`src/rtl/pwr_gate_pkg.sv`:
```
package pwr_gate_pkg;

    // Sequencer phases; one strobe changes on each phase exit
    typedef enum logic [3:0] {
        PH_ON_IDLE,
        PH_SAVE_HI,
        PH_SAVE_LO,
        PH_SAVE_GAP,
        PH_ISO_GAP,
        PH_OFF_IDLE,
        PH_OFF_HOLD,
        PH_ON_GAP,
        PH_REL_GAP,
        PH_RST_HI,
        PH_RST_LO
    } pg_phase_e;

endpackage

```
`src/rtl/pwr_gate_cfg_clamp.sv`:
```
module pwr_gate_cfg_clamp #(
    parameter int CW = 4,
    parameter int PW = 2
) (
    input  logic [CW-1:0] raw_save_w,
    input  logic [CW-1:0] raw_save_iso_gap,
    input  logic [CW-1:0] raw_iso_off_gap,
    input  logic [CW-1:0] raw_off_min,
    input  logic [CW-1:0] raw_on_iso_gap,
    input  logic [CW-1:0] raw_iso_min,
    input  logic [CW-1:0] raw_rel_rst_gap,
    input  logic [CW-1:0] raw_rst_w,
    input  logic [PW-1:0] raw_pulses,
    output logic [CW-1:0] c_save_w,
    output logic [CW-1:0] c_save_iso_gap,
    output logic [CW-1:0] c_iso_off_gap,
    output logic [CW-1:0] c_off_min,
    output logic [CW-1:0] c_on_iso_gap,
    output logic [CW-1:0] c_iso_min,
    output logic [CW-1:0] c_rel_rst_gap,
    output logic [CW-1:0] c_rst_w,
    output logic [PW-1:0] c_pulses
);

    localparam int NFIELD = 8;

    logic [CW-1:0] raw_arr [NFIELD];
    logic [CW-1:0] cl_arr  [NFIELD];

    assign raw_arr[0] = raw_save_w;
    assign raw_arr[1] = raw_save_iso_gap;
    assign raw_arr[2] = raw_iso_off_gap;
    assign raw_arr[3] = raw_off_min;
    assign raw_arr[4] = raw_on_iso_gap;
    assign raw_arr[5] = raw_iso_min;
    assign raw_arr[6] = raw_rel_rst_gap;
    assign raw_arr[7] = raw_rst_w;

    // A zero width or gap would make two strobes move together; force one
    for (genvar f = 0; f < NFIELD; f++) begin : g_clamp
        assign cl_arr[f] = (raw_arr[f] == '0) ? CW'(1) : raw_arr[f];
    end

    assign c_save_w       = cl_arr[0];
    assign c_save_iso_gap = cl_arr[1];
    assign c_iso_off_gap  = cl_arr[2];
    assign c_off_min      = cl_arr[3];
    assign c_on_iso_gap   = cl_arr[4];
    assign c_iso_min      = cl_arr[5];
    assign c_rel_rst_gap  = cl_arr[6];
    assign c_rst_w        = cl_arr[7];
    assign c_pulses       = (raw_pulses == '0) ? PW'(1) : raw_pulses;

endmodule

```
`src/rtl/pwr_gate_dom.sv`:
```
module pwr_gate_dom
    import pwr_gate_pkg::*;
#(
    parameter int CW = 4,
    parameter int PW = 2
) (
    input  logic          clk,
    input  logic          rst_n,
    input  logic          req_off,
    input  logic          req_on,
    input  logic [CW-1:0] save_w,
    input  logic [CW-1:0] save_iso_gap,
    input  logic [CW-1:0] iso_off_gap,
    input  logic [CW-1:0] off_min,
    input  logic [CW-1:0] on_iso_gap,
    input  logic [CW-1:0] iso_min,
    input  logic [CW-1:0] rel_rst_gap,
    input  logic [CW-1:0] rst_w,
    input  logic [CW-1:0] idle_gap,
    input  logic [PW-1:0] pulses,
    output logic          save_o,
    output logic          iso_o,
    output logic          pwr_o,
    output logic          rst_o,
    output logic          busy_o,
    output logic          done_o,
    output logic          err_o
);

    typedef struct packed {
        pg_phase_e     ph;
        logic [CW-1:0] cnt;
        logic [CW-1:0] iso_cnt;
        logic [PW-1:0] pls;
        logic          save;
        logic          iso;
        logic          pwr;
        logic          rst;
        logic          busy;
        logic          done;
        logic          err;
    } dom_t;

    dom_t st_d, st_q;

    logic take_off, take_on, idle_ok, any_req;

    function automatic logic hit(input logic [CW-1:0] c, input logic [CW-1:0] w);
        return ((CW+1)'(c) + (CW+1)'(1)) >= (CW+1)'(w);
    endfunction

    function automatic logic [CW-1:0] sat_inc(input logic [CW-1:0] c);
        return (c == {CW{1'b1}}) ? c : c + CW'(1);
    endfunction

    always_comb begin
        idle_ok  = (st_q.cnt >= idle_gap);
        any_req  = req_off | req_on;
        take_off = req_off & ~req_on & (st_q.ph == PH_ON_IDLE)  & idle_ok;
        take_on  = req_on  & ~req_off & (st_q.ph == PH_OFF_IDLE) & idle_ok;

        st_d         = st_q;
        st_d.done    = 1'b0;
        st_d.cnt     = sat_inc(st_q.cnt);
        st_d.iso_cnt = st_q.iso ? sat_inc(st_q.iso_cnt) : st_q.iso_cnt;
        if (any_req && !take_off && !take_on) begin
            st_d.err = 1'b1;
        end

        unique case (st_q.ph)
            PH_ON_IDLE: begin
                if (take_off) begin
                    st_d.ph   = PH_SAVE_HI;
                    st_d.save = 1'b1;
                    st_d.busy = 1'b1;
                    st_d.cnt  = '0;
                    st_d.pls  = PW'(1);
                end
            end
            PH_SAVE_HI: begin
                if (hit(st_q.cnt, save_w)) begin
                    st_d.save = 1'b0;
                    st_d.cnt  = '0;
                    st_d.ph   = (st_q.pls >= pulses) ? PH_SAVE_GAP : PH_SAVE_LO;
                end
            end
            PH_SAVE_LO: begin
                if (hit(st_q.cnt, save_w)) begin
                    st_d.save = 1'b1;
                    st_d.cnt  = '0;
                    st_d.pls  = st_q.pls + PW'(1);
                    st_d.ph   = PH_SAVE_HI;
                end
            end
            PH_SAVE_GAP: begin
                if (hit(st_q.cnt, save_iso_gap)) begin
                    st_d.iso     = 1'b1;
                    st_d.iso_cnt = '0;
                    st_d.cnt     = '0;
                    st_d.ph      = PH_ISO_GAP;
                end
            end
            PH_ISO_GAP: begin
                if (hit(st_q.cnt, iso_off_gap)) begin
                    st_d.pwr  = 1'b0;
                    st_d.busy = 1'b0;
                    st_d.done = 1'b1;
                    st_d.cnt  = '0;
                    st_d.ph   = PH_OFF_IDLE;
                end
            end
            PH_OFF_IDLE: begin
                if (take_on) begin
                    st_d.ph   = PH_OFF_HOLD;
                    st_d.busy = 1'b1;
                end
            end
            PH_OFF_HOLD: begin
                // cnt keeps running from the power-off edge
                if (hit(st_q.cnt, off_min)) begin
                    st_d.pwr = 1'b1;
                    st_d.cnt = '0;
                    st_d.ph  = PH_ON_GAP;
                end
            end
            PH_ON_GAP: begin
                if (hit(st_q.cnt, on_iso_gap) && hit(st_q.iso_cnt, iso_min)) begin
                    st_d.iso = 1'b0;
                    st_d.cnt = '0;
                    st_d.ph  = PH_REL_GAP;
                end
            end
            PH_REL_GAP: begin
                if (hit(st_q.cnt, rel_rst_gap)) begin
                    st_d.rst = 1'b1;
                    st_d.cnt = '0;
                    st_d.pls = PW'(1);
                    st_d.ph  = PH_RST_HI;
                end
            end
            PH_RST_HI: begin
                if (hit(st_q.cnt, rst_w)) begin
                    st_d.rst = 1'b0;
                    st_d.cnt = '0;
                    if (st_q.pls >= pulses) begin
                        st_d.busy = 1'b0;
                        st_d.done = 1'b1;
                        st_d.ph   = PH_ON_IDLE;
                    end else begin
                        st_d.ph = PH_RST_LO;
                    end
                end
            end
            PH_RST_LO: begin
                if (hit(st_q.cnt, rst_w)) begin
                    st_d.rst = 1'b1;
                    st_d.cnt = '0;
                    st_d.pls = st_q.pls + PW'(1);
                    st_d.ph  = PH_RST_HI;
                end
            end
            default: st_d = st_q;
        endcase
    end

    always_ff @(posedge clk or negedge rst_n) begin
        if (!rst_n) begin
            st_q.ph      <= PH_ON_IDLE;
            st_q.cnt     <= '1;
            st_q.iso_cnt <= '0;
            st_q.pls     <= '0;
            st_q.save    <= 1'b0;
            st_q.iso     <= 1'b0;
            st_q.pwr     <= 1'b1;
            st_q.rst     <= 1'b0;
            st_q.busy    <= 1'b0;
            st_q.done    <= 1'b0;
            st_q.err     <= 1'b0;
        end else begin
            st_q <= st_d;
        end
    end

    assign save_o = st_q.save;
    assign iso_o  = st_q.iso;
    assign pwr_o  = st_q.pwr;
    assign rst_o  = st_q.rst;
    assign busy_o = st_q.busy;
    assign done_o = st_q.done;
    assign err_o  = st_q.err;

    logic [3:0] strb;
    assign strb = {save_o, iso_o, pwr_o, rst_o};


    one_edge_chk: assert property (@(posedge clk) disable iff (!rst_n)
        $countones(strb ^ $past(strb)) <= 1);

    strobe_known_chk: assert property (@(posedge clk) disable iff (!rst_n)
        !$isunknown(strb));

    off_under_iso_chk: assert property (@(posedge clk) disable iff (!rst_n)
        $fell(pwr_o) |-> (iso_o && !save_o && !rst_o));

    save_while_open_chk: assert property (@(posedge clk) disable iff (!rst_n)
        $rose(save_o) |-> (pwr_o && !iso_o && !rst_o));

    release_when_on_chk: assert property (@(posedge clk) disable iff (!rst_n)
        $fell(iso_o) |-> pwr_o);

    restore_when_open_chk: assert property (@(posedge clk) disable iff (!rst_n)
        $rose(rst_o) |-> (pwr_o && !iso_o && !save_o));

    busy_end_done_chk: assert property (@(posedge clk) disable iff (!rst_n)
        $fell(busy_o) |-> done_o);

    done_single_chk: assert property (@(posedge clk) disable iff (!rst_n)
        done_o |=> !done_o);

    err_sticky_chk: assert property (@(posedge clk) disable iff (!rst_n)
        err_o |=> err_o);

endmodule

```
`src/rtl/pwr_gate_seq.sv`:
```
module pwr_gate_seq #(
    parameter int NUM_DOM = 2,
    parameter int CW      = 4,
    parameter int PW      = 2
) (
    input  logic               clk,
    input  logic               rst_n,
    input  logic [NUM_DOM-1:0] req_off,
    input  logic [NUM_DOM-1:0] req_on,
    input  logic [CW-1:0]      cfg_save_w,
    input  logic [CW-1:0]      cfg_save_iso_gap,
    input  logic [CW-1:0]      cfg_iso_off_gap,
    input  logic [CW-1:0]      cfg_off_min,
    input  logic [CW-1:0]      cfg_on_iso_gap,
    input  logic [CW-1:0]      cfg_iso_min,
    input  logic [CW-1:0]      cfg_rel_rst_gap,
    input  logic [CW-1:0]      cfg_rst_w,
    input  logic [CW-1:0]      cfg_idle,
    input  logic [PW-1:0]      cfg_pulses,
    output logic [NUM_DOM-1:0] pg_save,
    output logic [NUM_DOM-1:0] pg_iso,
    output logic [NUM_DOM-1:0] pg_pwr_en,
    output logic [NUM_DOM-1:0] pg_restore,
    output logic [NUM_DOM-1:0] busy,
    output logic [NUM_DOM-1:0] done,
    output logic [NUM_DOM-1:0] err
);

    logic [CW-1:0] k_save_w, k_save_iso_gap, k_iso_off_gap, k_off_min;
    logic [CW-1:0] k_on_iso_gap, k_iso_min, k_rel_rst_gap, k_rst_w;
    logic [PW-1:0] k_pulses;

    pwr_gate_cfg_clamp #(.CW(CW), .PW(PW)) u_clamp (
        .raw_save_w       (cfg_save_w),
        .raw_save_iso_gap (cfg_save_iso_gap),
        .raw_iso_off_gap  (cfg_iso_off_gap),
        .raw_off_min      (cfg_off_min),
        .raw_on_iso_gap   (cfg_on_iso_gap),
        .raw_iso_min      (cfg_iso_min),
        .raw_rel_rst_gap  (cfg_rel_rst_gap),
        .raw_rst_w        (cfg_rst_w),
        .raw_pulses       (cfg_pulses),
        .c_save_w         (k_save_w),
        .c_save_iso_gap   (k_save_iso_gap),
        .c_iso_off_gap    (k_iso_off_gap),
        .c_off_min        (k_off_min),
        .c_on_iso_gap     (k_on_iso_gap),
        .c_iso_min        (k_iso_min),
        .c_rel_rst_gap    (k_rel_rst_gap),
        .c_rst_w          (k_rst_w),
        .c_pulses         (k_pulses)
    );

    for (genvar d = 0; d < NUM_DOM; d++) begin : g_dom
        pwr_gate_dom #(.CW(CW), .PW(PW)) u_dom (
            .clk          (clk),
            .rst_n        (rst_n),
            .req_off      (req_off[d]),
            .req_on       (req_on[d]),
            .save_w       (k_save_w),
            .save_iso_gap (k_save_iso_gap),
            .iso_off_gap  (k_iso_off_gap),
            .off_min      (k_off_min),
            .on_iso_gap   (k_on_iso_gap),
            .iso_min      (k_iso_min),
            .rel_rst_gap  (k_rel_rst_gap),
            .rst_w        (k_rst_w),
            .idle_gap     (cfg_idle),
            .pulses       (k_pulses),
            .save_o       (pg_save[d]),
            .iso_o        (pg_iso[d]),
            .pwr_o        (pg_pwr_en[d]),
            .rst_o        (pg_restore[d]),
            .busy_o       (busy[d]),
            .done_o       (done[d]),
            .err_o        (err[d])
        );
    end

endmodule

```
`config.mk`:
```
export PLATFORM = sky130hd
export DESIGN_NAME = pwr_gate_seq
export DESIGN_NICKNAME = d
export VERILOG_FILES = /design/src/rtl/pwr_gate_pkg.sv /design/src/rtl/pwr_gate_cfg_clamp.sv /design/src/rtl/pwr_gate_dom.sv /design/src/rtl/pwr_gate_seq.sv
export SDC_FILE = /design/constraint.sdc
export NUM_CORES = 1
export LEC_CHECK = 0
export ABC_AREA = 1
export BUFFER_PORTS_ARGS = -buffer_cell sky130_fd_sc_hd__clkbuf_2
export CORE_ASPECT_RATIO = 0.7
export CORE_MARGIN = 4
export CORE_UTILIZATION = 54
export CTS_BUF_LIST = sky130_fd_sc_hd__clkbuf_16
export DETAILED_ROUTE_END_ITERATION = 10
export PLACE_DENSITY_LB_ADDON = 0.05
export RECOVER_POWER = 100
export SLEW_MARGIN = 20
export SYNTH_ARGS = -nofsm -noshare
export SYNTH_HDL_FRONTEND = slang
export SYNTH_HIERARCHICAL = 1
export SYNTH_SLANG_ARGS = --single-unit
```
`constraint.sdc`:
```
create_clock -name clk -period 3.63 [get_ports clk]
set_clock_uncertainty 0.15 [all_clocks]
set_input_delay 0.363 -clock clk [delete_from_list [all_inputs] [get_ports clk]]
set_output_delay 0.363 -clock clk [all_outputs]
set_load 0.02 [all_outputs]
```
==> results.cfg, run 1 <==
[detailed_routing]
vias_per_cell = 5.216
drt-total-wl_um = 15170
route.detailed.drc = 0
drt_iter0_markers = 364
post_drt_wl_per_cell_um = 14.50
firstDrtPassIters = 5
vias = 5456
ant_nets = 0

[die]
rows = 30
ios = 58
die_h_um = 92.30
coreArea_mm2 = 0.009797
die_w_um = 128.4
die_area_mm2 = 0.01185
initial_core_util_pct = 55.95

[clock_network]
cts_hold_buffers = 0
cts_htree_levels = 2
postCtsSetupRepairBufs = 0
clockBufferDepth = 2
cts.sinks = 42
cts_root_buf = clkbuf_16
clk_latency_ns = 0.29
cts_buffers = 5
cts_tree = built
clk_pin_slew_ns = 0.06
postCtsResizedCells = 0

[logic_synthesis]
synthArstFlopShare_pct = 100.0
yosys_warnings = 6
synth.distinct_cells = 42
syn_nets = 1003
ys_seq_elements = 42
synth_edf_count = 0
synth_area_per_cell_um2 = 6.236
syn_inst = 879
yosysSeqAreaShare_pct = 19.40
netlist_area_mm2 = 0.005482
synth-main-ff-cell = dfrtp_1

[critical_path]
endpoint_kind = flip-flop
crit_chain = ha_1 -> xor2_1 -> clkbuf_1 -> ha_1 -> nand2_1 -> a21oi_1 -> nand3_1 -> nand3_1 -> nand3_1 -> nor2_4 -> nand3_2 -> nand2_1 -> nand2_1
worstPathMaxFanout = 12
worstPathRequired_ns = 3.66
crit_path_start_kind = flip-flop
slowest_stage = dfstp_1
critPathMaxStageDelay_ns = 0.78
crit_arrival_ns = 3.24
path_class = flip-flop to flip-flop
rrSetupSlack_ns = 0.41

[timing]
timing.slew.headroom_pct = -52.01
min_period_ns = 3.215
worst_slew_pin_slew_ns = 2.280
setup_viol = 0
tns_ns = 0
drv_slew = 43
max_freq_ghz = 0.3110
hold_viol = 0
finalCritPeriodShare_pct = 88.57
rsz0062_at_grt = false

[power_and_ir_drop]
powerDensity_mw_per_mm2 = 784.2
cellLeakagePower_nw = 3.792
peakVddDrop_mv = 0.3698

[final_layout]
synthToLayoutAreaGrowth_pct = 8.332
fillers = 957
multiInputGateArea_mm2 = 0.003443
antenna_cells = 0
stdcell_count = 1046
fin_area_mm2 = 0.005938
drive_gt1_share_pct = 12.53
nets = 1041
ff_latch_area_mm2 = 0.001064

[placed_design]
place.gp.congestion = 0.9554
dp_hpwl_um = 12740
placed_area_mm2 = 0.005821
place_inst = 1038
io_buffers = 57

[status]
violations = max-capacitance violations, max-slew violations
status = complete, but fails checks

[global_route]
grt_start_max_net_pins = 43
grt_pass1_vias = 5200
antenna_found_initial = 0
grt_pass1_wl_um = 25250
grt_util_all_layers_pct = 26.71
grt_overflow_total = 0

[run]
drv_cap = 1

[hold_path]
hold_class = input port to flip-flop
[critical path, delay by kind of cell, from the launching register on]
| family | cells | cell delay, ns |
|---|---|---|
| AOI/OAI and AO/OA | 1 | 0.15 |
| xor gates and xnor gates | 1 | 0.14 |
| adders and majority gates | 2 | 0.49 |
| buffers and inverters | 1 | 0.34 |
| DFF | 1 | 0.78 |
| and+or+nand+nor | 8 | 1.06 |
[final cells by class]
class	instances	share of cell area, %
multi-input combinational	589	57.99
clock buffer	5	2.107
timing repair buffer	60	4.804
sequential	42	17.91
inverter	219	13.86
tap	128	2.697
clock inverter	3	0.6321
[cell families (layout without fill, tap and decap cells)]
logic type	count (synthesis)	in the layout	share of synthesized area, %
XOR/XNOR	11	11	1.758
AND/OR/NAND/NOR	440	440	36.96
buffers and inverters	248	287	17.37
multiplexers	2	2	0.3652
flip-flops	42	42	19.40
adder cells (fa/ha/maj)	80	80	18.26
AO/OA/AOI/OAI	56	56	5.889
[per-layer routing]
| metal | track usage (%) | routed length, um | up-vias |
|---|---|---|---|
| li1 | - | - | 2782 |
| met1 | 39.56 | 7469 | 2468 |
| met2 | 40.81 | 6499 | 187 |
| met4 | 6.449 | 223 | 0 |
| met5 | 0 | 0 | - |
| met3 | 3.746 | 980 | 19 |
[synthesized netlist by cell type, drive strengths merged, types with 3 or more instances]
cell type	number	area, um^2
a21oi	19	98.85
a31oi	3	18.77
buf	3	27.52
clkbuf	26	101.4
dfrtp	32	800.8
dfstp	10	262.8
ha	80	1001
inv	217	814.5
nand2	261	1017
nand3	58	340.3
nand4	32	240.2
nor2	75	329.1
nor3	9	60.06
o21ai	20	100.1
o21bai	3	22.52
o221ai	3	26.28
o22ai	4	25.02
xnor2	3	26.28
xor2	8	70.07
[cell usage in the layout (no fill, tap or decap), types with 3 or more instances in the layout]
master and n:
a21oi_1 18, nor2_2 10, nand2_1 247, nor3_1 6, nand4_2 4, clkbuf_1 16
dfrtp_1 32, xnor2_1 3, o21ai_0 18, nand4_1 27, o22ai_1 4, o21bai_1 3
nor3_2 3, ha_1 80, inv_1 208, nand2_2 14, nand3_1 52, clkbuf_16 5
nand3_2 6, a31oi_1 3, inv_2 10, nor2_4 3, xor2_1 8, o221ai_1 3
clkbuf_2 42, nor2_1 62, dfstp_2 9
[path summary, 6_finish.rpt]
check | from | end | depth (start not counted)
min reg2reg | g_dom[1].u_dom/busy_o | g_dom[1].u_dom/busy_o | 2
min | req_off[0] | g_dom[0].u_dom/err_o | 4
min in group asynchronous | rst_n | g_dom[1].u_dom/busy_o | 1
max in group asynchronous | rst_n | g_dom[0].u_dom/err_o | 1
max reg2reg | g_dom[0].u_dom/st_q[13] | g_dom[0].u_dom/st_q[17] | 13
max | g_dom[0].u_dom/st_q[13] | g_dom[0].u_dom/st_q[17] | 13
[flip-flops by register name, summed over array words and instances (netlist names)]
signal,flops
g_dom.u_dom/err_o,2
g_dom.u_dom/iso_o,2
g_dom.u_dom/st_q,28
g_dom.u_dom/pwr_o,2
g_dom.u_dom/save_o,2
g_dom.u_dom/rst_o,2
g_dom.u_dom/done_o,2
g_dom.u_dom/busy_o,2
[power by group]
part	internal, mW	switching [mW]	total, mW
Combinational	1.17	2.06	3.23
Sequential	0.694	0.234	0.927
Clock	0.320	0.184	0.504
[per-stage QoR]
stage	total power, mW	setup WS [ns]	hold slack [ns]	utilization [%]
2_1_floorplan	3.337	1.017	-0.08259	-
3_3_place_gp	4.037	0.5549	0.3073	59.41
3_5_place_dp	4.153	0.4992	0.3202	59.41
4_1_cts	4.683	0.4718	0.1617	61.07
5_1_grt	5.227	0.1307	0.3311	60.61
6_report	4.657	0.4148	0.2999	60.61
No activity file was read; power rests on OpenSTA's default activity.
==> run 2, diff against run 1 <==
Settings changed: CORE_UTILIZATION 54 to 60.
==> run 2 against run 1 <==
  * The flow now finishes without violations
  * Fmax down 1.1%
  * Non-clock buffer count grew 1
  * Global-route usage increased by 1.8 points
  * Worst setup slack worse by 0.034 ns
  * Largest power group unchanged
  * Largest cell class unchanged
  * Combinational power barely moved
  * Clock power fell by 15%
==> results.cfg, run 2 (same netlist as run 1, synthesis figures left out) <==
[timing]
setup_viol = 0
rsz0062_at_grt = false
drv_slew = 0
worst_slew_pin_slew_ns = 1.216
finalCritPeriodShare_pct = 89.51
hold_viol = 0
tns_ns = 0
min_period_ns = 3.249
timing.slew.headroom_pct = 18.92
max_freq_ghz = 0.3078

[detailed_routing]
maxUsedRoutingLayer = met4
wl_met2_um = 6581
drt_iter0_markers = 433
route.detailed.drc = 0
wl_met1_um = 6877
dr_wl_met3_um = 1291
vias = 5481
post_drt_wl_per_cell_um = 14.41
drt-total-wl_um = 14950
ant_nets = 0
firstDrtPassIters = 5
vias_per_cell = 5.280

[final_layout]
stdcell_count = 1038
antenna_cells = 0
largest-register = g_dom.u_dom/st_q
synthToLayoutAreaGrowth_pct = 7.373
drive_gt1_share_pct = 12.20
largest_reg_flops = 28
nets = 1042
mostFrequentLayoutCell = nand2_1
final_cell_mix = 247 x nand2_1, 206 x inv_1, 80 x ha_1

[placed_design]
io_buffers = 57
place_inst = 1030
place.gp.congestion = 0.9773
dp_hpwl_um = 12420

[global_route]
grt_overflow_total = 0
grt_start_max_net_pins = 24
antenna_found_initial = 0
grt_util_all_layers_pct = 28.48
grt_pass1_wl_um = 24170
grt_pass1_vias = 5065

[critical_path]
path_class = flip-flop to flip-flop
worstPathRequired_ns = 3.65
r2r-end = g_dom[0].u_dom/st_q[20]
r2r-start = g_dom[0].u_dom/st_q[13]
crit_path_start_kind = flip-flop
worstPathMaxFanout = 12
endpoint_kind = flip-flop
crit_arrival_ns = 3.27
rrSetupSlack_ns = 0.38
r2r_cells = 12

[hold_path]
hold_path_end = g_dom[0].u_dom/err_o
hp-start = req_off[0]
hold_depth = 4
hold_class = input port to flip-flop

[clock_network]
cts_buffers = 5
postCtsResizedCells = 0
clk_latency_ns = 0.29
clockBufferDepth = 2
cts_root_buf = clkbuf_16
cts_tree = built
cts.sinks = 42
clk_pin_slew_ns = 0.06
cts_htree_levels = 2

[power_and_ir_drop]
peakVddDrop_mv = 0.4405
powerDensity_mw_per_mm2 = 784.6
cellLeakagePower_nw = 3.775

[die]
die_w_um = 122.2
initial_core_util_pct = 63.09
die_area_mm2 = 0.01075
die_h_um = 87.97
ios = 58
coreArea_mm2 = 0.008688
rows = 28

[run]
drv_cap = 0

[status]
status = complete, no violations
[run 2: cell count changes in the layout (fill, tap and decap cells not counted), sizes merged]
cell / previous run / this run
clkinv: 3 / 4
bufinv: 1 / 0
dlygate4sd3: 0 / 1
inv: 218 / 217
[run 2: where the power goes]
part | total [mW] | internal [mW] | switching, mW | leakage, nW
registers | 0.938 | 0.694 | 0.244 | 0.491
logic | 3.25 | 1.18 | 2.08 | 3.21
clock network | 0.428 | 0.248 | 0.179 | 0.0694
[run 2: per-stage QoR]
stage	total power [mW]	utilization (%)	instance area [um^2]	setup slack [ns]	hold WS (ns)
after floorplan	3.337	-	5482	1.017	-0.08259
after global placement	4.032	66.88	5811	0.6438	0.2299
after detailed placement	4.178	66.88	5811	0.5204	0.2287
after CTS	4.629	68.55	5956	0.5072	0.3002
after global routing	5.122	67.74	5886	0.1168	0.3520
final	4.618	67.74	5886	0.3807	0.3012
[run 2: worst max-delay path by stage]
stage | startpoint | end
6_report | g_dom[0].u_dom/st_q[13] | g_dom[0].u_dom/st_q[20]
5_1_grt | g_dom[1].u_dom/st_q[13] | g_dom[1].u_dom/st_q[17]
4_1_cts | g_dom[0].u_dom/st_q[13] | g_dom[0].u_dom/st_q[7]
3_5_place_dp | g_dom[0].u_dom/st_q[13] | g_dom[0].u_dom/st_q[7]
3_3_place_gp | g_dom[0].u_dom/st_q[13] | g_dom[0].u_dom/st_q[7]
2_1_floorplan | g_dom[0].u_dom/st_q[13] | g_dom[0].u_dom/st_q[7]
[run 2: metal layers]
metal	vias to the layer above	GRT usage, %
li1	2784	-
met1	2462	40.61
met2	217	46.06
met3	18	4.454
met4	0	5.793
met5	-	0
[run 2: area by class of cell]
cell class              instances  area, um^2
repair buffers                 61       295.3
fillers                       812        2803
clock inverters                 2       10.01
multi-input cells             589        3418
clock buffers                   5       125.1
flip-flops and latches         42        1064
well taps                     120       150.1
inverters                     219       823.3
[run 2: worst max-delay path, cell delays in order, from the launching register on]
cell	delay, ns
dfstp_2	0.69
nand3_1	0.13
xnor2_1	0.71
ha_1	0.29
inv_1	0.05
nand2_2	0.06
a21oi_1	0.09
nand3_1	0.12
nand3_1	0.14
nor2_1	0.34
nand3_1	0.21
nand2_1	0.10
nand2_1	0.05
[run 2: repair_timing]
| action | in CTS | in global routing |
|---|---|---|
| hold buffers | 1 | 0 |
| setup buffers | 0 | 0 |
| hold endpoints to repair | 16 | 0 |
